File: config.mk
export PLATFORM = sky130hd
export DESIGN_NAME = irq_acceptor
export DESIGN_NICKNAME = d
export VERILOG_FILES = /design/src/rtl/irq_acc_pkg.sv /design/src/rtl/irq_prio_enc.sv /design/src/rtl/irq_vector_bank.sv /design/src/rtl/irq_special_latches.sv /design/src/rtl/irq_present_arbiter.sv /design/src/rtl/irq_acceptor.sv
export SDC_FILE = /design/constraint.sdc
export NUM_CORES = 2
export LEC_CHECK = 0
export BUFFER_PORTS_ARGS = -buffer_cell sky130_fd_sc_hd__buf_2
export CORE_MARGIN = 8
export CORE_UTILIZATION = 65
export DETAILED_ROUTE_END_ITERATION = 16
export PLACE_DENSITY_LB_ADDON = 0.05
export SYNTH_ARGS = -nofsm -noshare
export SYNTH_HDL_FRONTEND = slang
export SYNTH_HIERARCHICAL = 1
export SYNTH_SLANG_ARGS = --single-unit
File: constraint.sdc
create_clock -name clk -period 13.8 [get_ports clk]
set_clock_uncertainty 0.2 [all_clocks]
set_input_delay 1.38 -clock clk [delete_from_list [all_inputs] [get_ports clk]]
set_output_delay 1.38 -clock clk [all_outputs]
set_load 0.005 [all_outputs]
File: src/rtl/irq_acc_pkg.sv
// Shared encodings for the interrupt acceptor.
// Assumes an 8-bit vector space by default; other modules take widths as parameters.
package irq_acc_pkg;
    localparam int VEC_W   = 8;
    localparam int CLASS_W = 4;
    localparam int KIND_W  = 3;

    typedef enum logic [2:0] {
        DM_FIXED  = 3'd0,
        DM_LOWEST = 3'd1,
        DM_SMI    = 3'd2,
        DM_RSV3   = 3'd3,
        DM_NMI    = 3'd4,
        DM_INIT   = 3'd5,
        DM_RSV6   = 3'd6,
        DM_EXT    = 3'd7
    } dmode_e;

    typedef enum logic [KIND_W-1:0] {
        K_NONE = 3'd0,
        K_SMI  = 3'd1,
        K_NMI  = 3'd2,
        K_INIT = 3'd3,
        K_EXT  = 3'd4,
        K_REG  = 3'd5
    } kind_e;
endpackage

File: src/rtl/irq_prio_enc.sv
// Highest-set-bit encoder.
// Returns the index of the most significant set bit, and 0 with any_o low when none is set.
module irq_prio_enc #(
    parameter int N  = 256,
    parameter int IW = $clog2(N)
) (
    input  logic [N-1:0]  bits_i,
    output logic [IW-1:0] idx_o,
    output logic          any_o
);
    // Scan upward so the last hit is the highest index.
    always_comb begin
        idx_o = '0;
        any_o = 1'b0;
        for (int i = 0; i < N; i++) begin
            if (bits_i[i]) begin
                idx_o = IW'(i);
                any_o = 1'b1;
            end
        end
    end
endmodule

File: src/rtl/irq_vector_bank.sv
// Request, in-service and trigger-mode bitmaps for regular interrupts.
// Assumes take_i is raised only while the highest request vector is being offered,
// and that the taken vector ranks above every in-service vector.
module irq_vector_bank #(
    parameter int VEC_W = 8,
    localparam int NV   = 1 << VEC_W
) (
    input  logic             clk,
    input  logic             rst_n,
    input  logic             acc_valid_i,
    input  logic [VEC_W-1:0] acc_vec_i,
    input  logic             acc_level_i,
    input  logic             take_i,
    input  logic             eoi_i,
    output logic [VEC_W-1:0] irr_top_o,
    output logic             irr_any_o,
    output logic [VEC_W-1:0] isr_top_o,
    output logic             isr_any_o,
    output logic             top_level_o
);
    logic [NV-1:0] irr_q, isr_q, tmr_q;

    irq_prio_enc #(.N(NV), .IW(VEC_W)) u_irr_enc (
        .bits_i(irr_q), .idx_o(irr_top_o), .any_o(irr_any_o));
    irq_prio_enc #(.N(NV), .IW(VEC_W)) u_isr_enc (
        .bits_i(isr_q), .idx_o(isr_top_o), .any_o(isr_any_o));

    assign top_level_o = tmr_q[irr_top_o];

    // Queue new requests, move acknowledged vectors into service, retire on end-of-interrupt.
    always_ff @(posedge clk) begin
        if (!rst_n) begin
            irr_q <= '0;
            isr_q <= '0;
            tmr_q <= '0;
        end else begin
            if (acc_valid_i && !irr_q[acc_vec_i]) begin
                irr_q[acc_vec_i] <= 1'b1;
                tmr_q[acc_vec_i] <= acc_level_i;
            end
            if (take_i) begin
                isr_q[irr_top_o] <= 1'b1;
                irr_q[irr_top_o] <= 1'b0;
            end
            if (eoi_i && isr_any_o) begin
                isr_q[isr_top_o] <= 1'b0;
            end
        end
    end

    // a duplicate request leaves the stored trigger mode untouched.
    assert_dup_keeps_mode_R1: assert property (@(posedge clk) disable iff (!rst_n)
        (acc_valid_i && irr_q[acc_vec_i]) |=> (tmr_q[$past(acc_vec_i)] == $past(tmr_q[acc_vec_i])));

    // an acknowledged vector moves from request to in-service.
    assert_take_moves_R7: assert property (@(posedge clk) disable iff (!rst_n)
        take_i |=> (isr_q[$past(irr_top_o)] && !irr_q[$past(irr_top_o)]));

    // end-of-interrupt retires the highest in-service vector.
    assert_eoi_retires_R9: assert property (@(posedge clk) disable iff (!rst_n)
        (eoi_i && isr_any_o) |=> !isr_q[$past(isr_top_o)]);
endmodule

File: src/rtl/irq_special_latches.sv
// Pending latches for SMI, NMI, INIT and external requests, plus a shared unmaskable flag.
// Assumes at most one acknowledge strobe is high per cycle.
module irq_special_latches
    import irq_acc_pkg::*;
#(
    parameter int VEC_W = 8
) (
    input  logic             clk,
    input  logic             rst_n,
    input  logic             req_valid_i,
    input  logic [2:0]       req_mode_i,
    input  logic [VEC_W-1:0] req_vec_i,
    input  logic             ack_smi_i,
    input  logic             ack_nmi_i,
    input  logic             ack_init_i,
    input  logic             ack_ext_i,
    output logic             smi_o,
    output logic             nmi_o,
    output logic             init_o,
    output logic             ext_o,
    output logic [VEC_W-1:0] ext_vec_o,
    output logic             unmask_o
);
    logic             smi_d, nmi_d, init_d, ext_d, unmask_d;
    logic [VEC_W-1:0] ext_vec_d;
    logic             set_unmask;
    dmode_e           mode;

    assign mode = dmode_e'(req_mode_i);

    // Next-state: a request sets a latch only if it is clear, an acknowledge clears it.
    always_comb begin
        smi_d      = smi_o;
        nmi_d      = nmi_o;
        init_d     = init_o;
        ext_d      = ext_o;
        ext_vec_d  = ext_vec_o;
        set_unmask = 1'b0;
        if (req_valid_i) begin
            case (mode)
                DM_SMI:  if (!smi_o)  begin smi_d  = 1'b1; set_unmask = 1'b1; end
                DM_NMI:  if (!nmi_o)  begin nmi_d  = 1'b1; set_unmask = 1'b1; end
                DM_INIT: if (!init_o) begin init_d = 1'b1; set_unmask = 1'b1; end
                DM_EXT:  if (!ext_o)  begin ext_d  = 1'b1; ext_vec_d = req_vec_i; end
                default: ;
            endcase
        end
        if (ack_smi_i)  smi_d  = 1'b0;
        if (ack_nmi_i)  nmi_d  = 1'b0;
        if (ack_init_i) init_d = 1'b0;
        if (ack_ext_i)  ext_d  = 1'b0;
        unmask_d = set_unmask || (unmask_o && (smi_d || nmi_d || init_d));
    end

    // Latch registers.
    always_ff @(posedge clk) begin
        if (!rst_n) begin
            smi_o     <= 1'b0;
            nmi_o     <= 1'b0;
            init_o    <= 1'b0;
            ext_o     <= 1'b0;
            ext_vec_o <= '0;
            unmask_o  <= 1'b0;
        end else begin
            smi_o     <= smi_d;
            nmi_o     <= nmi_d;
            init_o    <= init_d;
            ext_o     <= ext_d;
            ext_vec_o <= ext_vec_d;
            unmask_o  <= unmask_d;
        end
    end

    // the shared flag tracks the three unmaskable latches.
    assert_unmask_flag_R8: assert property (@(posedge clk) disable iff (!rst_n)
        unmask_o == (smi_o || nmi_o || init_o));

    // a pending external request keeps its captured vector.
    assert_ext_vec_hold_R4: assert property (@(posedge clk) disable iff (!rst_n)
        (ext_o && !ack_ext_i) |=> (ext_o && $stable(ext_vec_o)));
endmodule

File: src/rtl/irq_present_arbiter.sv
// Chooses the single interrupt offered to the core by fixed precedence.
// Assumes its inputs are registered state; this module is purely combinational.
module irq_present_arbiter
    import irq_acc_pkg::*;
#(
    parameter int VEC_W   = 8,
    parameter int CLASS_W = 4
) (
    input  logic             smi_i,
    input  logic             nmi_i,
    input  logic             init_i,
    input  logic             ext_i,
    input  logic [VEC_W-1:0] ext_vec_i,
    input  logic             int_en_i,
    input  logic             irr_any_i,
    input  logic [VEC_W-1:0] irr_top_i,
    input  logic [VEC_W-1:0] isr_top_i,
    input  logic             top_level_i,
    input  logic [VEC_W-1:0] tpr_i,
    output logic             valid_o,
    output kind_e            kind_o,
    output logic [VEC_W-1:0] vector_o,
    output logic             level_o
);
    logic reg_ok;

    // Regular vector must beat the in-service rank and the task class.
    assign reg_ok = irr_any_i && (irr_top_i > isr_top_i) &&
                    (irr_top_i[VEC_W-1 -: CLASS_W] > tpr_i[VEC_W-1 -: CLASS_W]);

    // Fixed-precedence selection.
    always_comb begin
        kind_o   = K_NONE;
        vector_o = '0;
        level_o  = 1'b0;
        if (smi_i) begin
            kind_o = K_SMI;
        end else if (nmi_i) begin
            kind_o = K_NMI;
        end else if (init_i) begin
            kind_o = K_INIT;
        end else if (int_en_i && ext_i) begin
            kind_o   = K_EXT;
            vector_o = ext_vec_i;
        end else if (int_en_i && reg_ok) begin
            kind_o   = K_REG;
            vector_o = irr_top_i;
            level_o  = top_level_i;
        end
        valid_o = (kind_o != K_NONE);
    end
endmodule

File: src/rtl/irq_acceptor.sv
// Top of the interrupt acceptor: task priority register, handshake decode and wiring.
// Assumes pend_ack is only meaningful while pend_valid is high.
module irq_acceptor
    import irq_acc_pkg::*;
#(
    parameter int VW = VEC_W,
    parameter int CW = CLASS_W
) (
    input  logic          clk,
    input  logic          rst_n,
    input  logic          req_valid,
    input  logic [VW-1:0] req_vector,
    input  logic [2:0]    req_mode,
    input  logic          req_level,
    input  logic          tpr_wr,
    input  logic [VW-1:0] tpr_data,
    input  logic          eoi,
    input  logic          int_enable,
    output logic          pend_valid,
    output logic [2:0]    pend_kind,
    output logic [VW-1:0] pend_vector,
    output logic          pend_level,
    input  logic          pend_ack,
    output logic [VW-1:0] svc_vector,
    output logic          svc_any
);
    logic [VW-1:0] tpr_q;
    logic          acc_valid, take;
    logic [VW-1:0] irr_top, isr_top, ext_vec;
    logic          irr_any, isr_any, top_level;
    logic          smi_p, nmi_p, init_p, ext_p, unmask_p;
    logic          ack_smi, ack_nmi, ack_init, ack_ext;
    kind_e         kind;
    logic          fire;

    // Task priority register.
    always_ff @(posedge clk) begin
        if (!rst_n) tpr_q <= '0;
        else if (tpr_wr) tpr_q <= tpr_data;
    end

    assign acc_valid = req_valid &&
                       (req_mode == DM_FIXED || req_mode == DM_LOWEST);
    assign fire      = pend_valid && pend_ack;
    assign take      = fire && (kind == K_REG);
    assign ack_smi   = fire && (kind == K_SMI);
    assign ack_nmi   = fire && (kind == K_NMI);
    assign ack_init  = fire && (kind == K_INIT);
    assign ack_ext   = fire && (kind == K_EXT);

    irq_vector_bank #(.VEC_W(VW)) u_bank (
        .clk(clk), .rst_n(rst_n),
        .acc_valid_i(acc_valid), .acc_vec_i(req_vector), .acc_level_i(req_level),
        .take_i(take), .eoi_i(eoi),
        .irr_top_o(irr_top), .irr_any_o(irr_any),
        .isr_top_o(isr_top), .isr_any_o(isr_any),
        .top_level_o(top_level));

    irq_special_latches #(.VEC_W(VW)) u_latch (
        .clk(clk), .rst_n(rst_n),
        .req_valid_i(req_valid), .req_mode_i(req_mode), .req_vec_i(req_vector),
        .ack_smi_i(ack_smi), .ack_nmi_i(ack_nmi), .ack_init_i(ack_init), .ack_ext_i(ack_ext),
        .smi_o(smi_p), .nmi_o(nmi_p), .init_o(init_p), .ext_o(ext_p),
        .ext_vec_o(ext_vec), .unmask_o(unmask_p));

    irq_present_arbiter #(.VEC_W(VW), .CLASS_W(CW)) u_arb (
        .smi_i(smi_p), .nmi_i(nmi_p), .init_i(init_p), .ext_i(ext_p),
        .ext_vec_i(ext_vec), .int_en_i(int_enable),
        .irr_any_i(irr_any), .irr_top_i(irr_top), .isr_top_i(isr_top),
        .top_level_i(top_level), .tpr_i(tpr_q),
        .valid_o(pend_valid), .kind_o(kind), .vector_o(pend_vector), .level_o(pend_level));

    assign pend_kind  = kind;
    assign svc_vector = isr_top;
    assign svc_any    = isr_any;

    // an offered regular vector beats both the in-service rank and the task class.
    assert_reg_gate_R6: assert property (@(posedge clk) disable iff (!rst_n)
        (pend_valid && kind == K_REG) |->
        ((pend_vector > svc_vector) && (pend_vector[VW-1 -: CW] > tpr_q[VW-1 -: CW])));

    // with interrupts disabled only unmaskable kinds are offered.
    assert_mask_gate_R10: assert property (@(posedge clk) disable iff (!rst_n)
        (!int_enable && pend_valid) |-> unmask_p);

    // a pending SMI always wins.
    assert_smi_first_R5: assert property (@(posedge clk) disable iff (!rst_n)
        smi_p |-> (pend_valid && kind == K_SMI));

    // the level flag is only driven for regular interrupts.
    assert_level_regular_R2: assert property (@(posedge clk) disable iff (!rst_n)
        (kind != K_REG) |-> !pend_level);
endmodule

==> reports/results.ini <==
[run_status]
status=completed

[sta]
slew_viol_final=0
final.setup.tns_ns=0
tightest_slew_ns=1.38
hold_viol=0
rsz0062_at_grt=false
holdWs_ns=0.257
fin_crit_ns=9.56
period_share_pct=69.3
max_freq_mhz=105
relSlewSlack_pct=7.87
setup_viol=0

[worst_setup_path]
cp_slowest_cell=a2111oi_0
crit_fanout=41
timing.critical_path.mode_cell=buf_4
path_class=reg2out
r2r_start=u_bank/irr_q[46]
cp_slowest_stage_delay_ns=0.79
crit_arrival_ns=7.98
startpoint_type=register
critPathBufInv=3
path_delay_family=compound AO/OA/AOI/OAI gates
critPathLaunch=u_bank/irr_q[64]
worstPathRequired_ns=12.22
cp_cell_sequence=or4_1 -> nor4_1 -> o221ai_1 -> a31o_1 -> a2111oi_0 -> a211oi_1 -> o21ai_4 -> buf_4 -> buf_4 -> mux4_2 -> a22oi_1 -> a21oi_1 -> o41ai_1 -> o21ai_0 -> mux2_2 -> and2_1 -> buf_2
cp-end-kind=output port

[logic_synthesis]
netlist_area_um2=41400
yosysWarnings=6
syn_avg_cell_area_um2=9.19
synth_nets=4547
synthCells=4508

[power]
p_per_area_nw_per_um2=108
p_leak_nw=15.1
total_power_w=0.00482
vdd_drop_max_uv=106

[global_route]
overflow=0
grt_usage_pct=41.6
grt_pass1_wl_mm=228
grt_pass1_vias=36100
grt_max_degree=236
antenna_found_initial=3

[floorplan]
row_count=92
start_util_pct=65.7
io_pins=49
die_h_um=269
die_area_um2=72100
fp.dieW_um=269
coreArea_um2=63100

[placed_design]
place_congestion=1.05
portBuffers=44
place_inst=5115
detailed_place_hpwl_mm=100

[cells_and_area]
area_delta_synth_final_pct=7.68
ff_latch_area_um2=15700
drive_gt1_share_pct=19.4
nFillCells=5067
post-route-util_pct=70.7
final_cell_count_no_fill=5261
finalNetCount=4393
multi_input_comb_area_um2=24000

[drt]
dr.pass1.iters=9
drc=0
drtAntennaViolNets=0
wl_mm=156
vias_per_cell=7.46
dr.first_iter.drc_count=6596
via_count=39200
routedWlPerCell_um=29.7

[clocking]
tritoncts=built
clockBufferDepth=3
cts_buffers=83
cts-root-buf=clkbuf_16
clock_latency_ns=0.66
cts_hold_buf=0
cts_max_level=3
post-cts-setup-buffers=0
cts_sinks=784
cts.clk_slew.worst_paths_ns=0.06
cts_resized=0

[job]
maxCapViolCount=0

[min_path]
hold_path.startpoint=u_bank/tmr_q[170]
hp-class=reg2reg

==> cells in the final DEF, fill, tap and decap left out, types with 70 or more instances in the layout <==
master,instances
o221a_2,393
a21oi_1,131
inv_1,116
nor3_1,94
o21ai_0,95
nor2_1,692
o221a_1,84
clkbuf_16,84
nor2b_1,249
nor4_1,169
mux4_2,124
nand2_1,212
nand3_1,70
dfxtp_1,784
mux2i_1,268
==> per-layer routing <==
metal	part of all wire [%]	up-vias	wire, µm	global-route usage, %
met5	0	-	0	0
met4	8.6	0	13400	29.4
met3	13	835	19800	11.1
met2	42	2946	66000	61.6
met1	37	18600	57200	52.4
li1	-	16800	-	-
==> where the power goes <==
group | internal (W) | switching, W
sequential | 0.00227 | 0.00000214
combinational | 0.0000712 | 0.000194
clock | 0.00133 | 0.000956
total | 0.00367 | 0.00115
==> area by class of cell <==
| cell class | instances | share of cell area [%] |
|---|---|---|
| multi-input cells | 3263 | 53.7 |
| flip-flops and latches | 784 | 35.2 |
| clock buffers | 120 | 5.35 |
| well taps | 846 | 2.37 |
| repair buffers | 105 | 1.60 |
| inverters | 117 | 0.984 |
| clock inverters | 24 | 0.774 |
| diodes | 2 | 0.0112 |
==> through the flow <==
stage               area [µm²]  setup WS (ns)
global route             44600           4.30
finish                   44600           4.24
CTS                      44600           4.53
floorplan                41400           7.74
detailed placement       41900           5.21
global placement         41900           5.36
==> flip-flops by register name, indices dropped and copies added, names as in the netlist <==
signal / cells
u_latch/init_o: 1
u_bank/isr_q: 256
u_latch/smi_o: 1
tpr_q: 4
u_latch/ext_vec_o: 8
u_latch/ext_o: 1
u_bank/tmr_q: 256
u_latch/nmi_o: 1
u_bank/irr_q: 256
==> tightest hold or removal path, cell delays in order, from the launching register on <==
cell,delay (ns)
dfxtp_1,0.31
nand2_1,0.05
mux2i_1,0.05
==> final timing paths <==
kind                        to  slack (ns)  depth (start not counted)
max                 pend_level        4.24                         17
max reg2reg   u_bank/irr_q[35]        4.93                         20
min          u_bank/tmr_q[170]        0.26                          2
min reg2reg  u_bank/tmr_q[170]        0.26                          2
(Power assumes the default switching activity.)
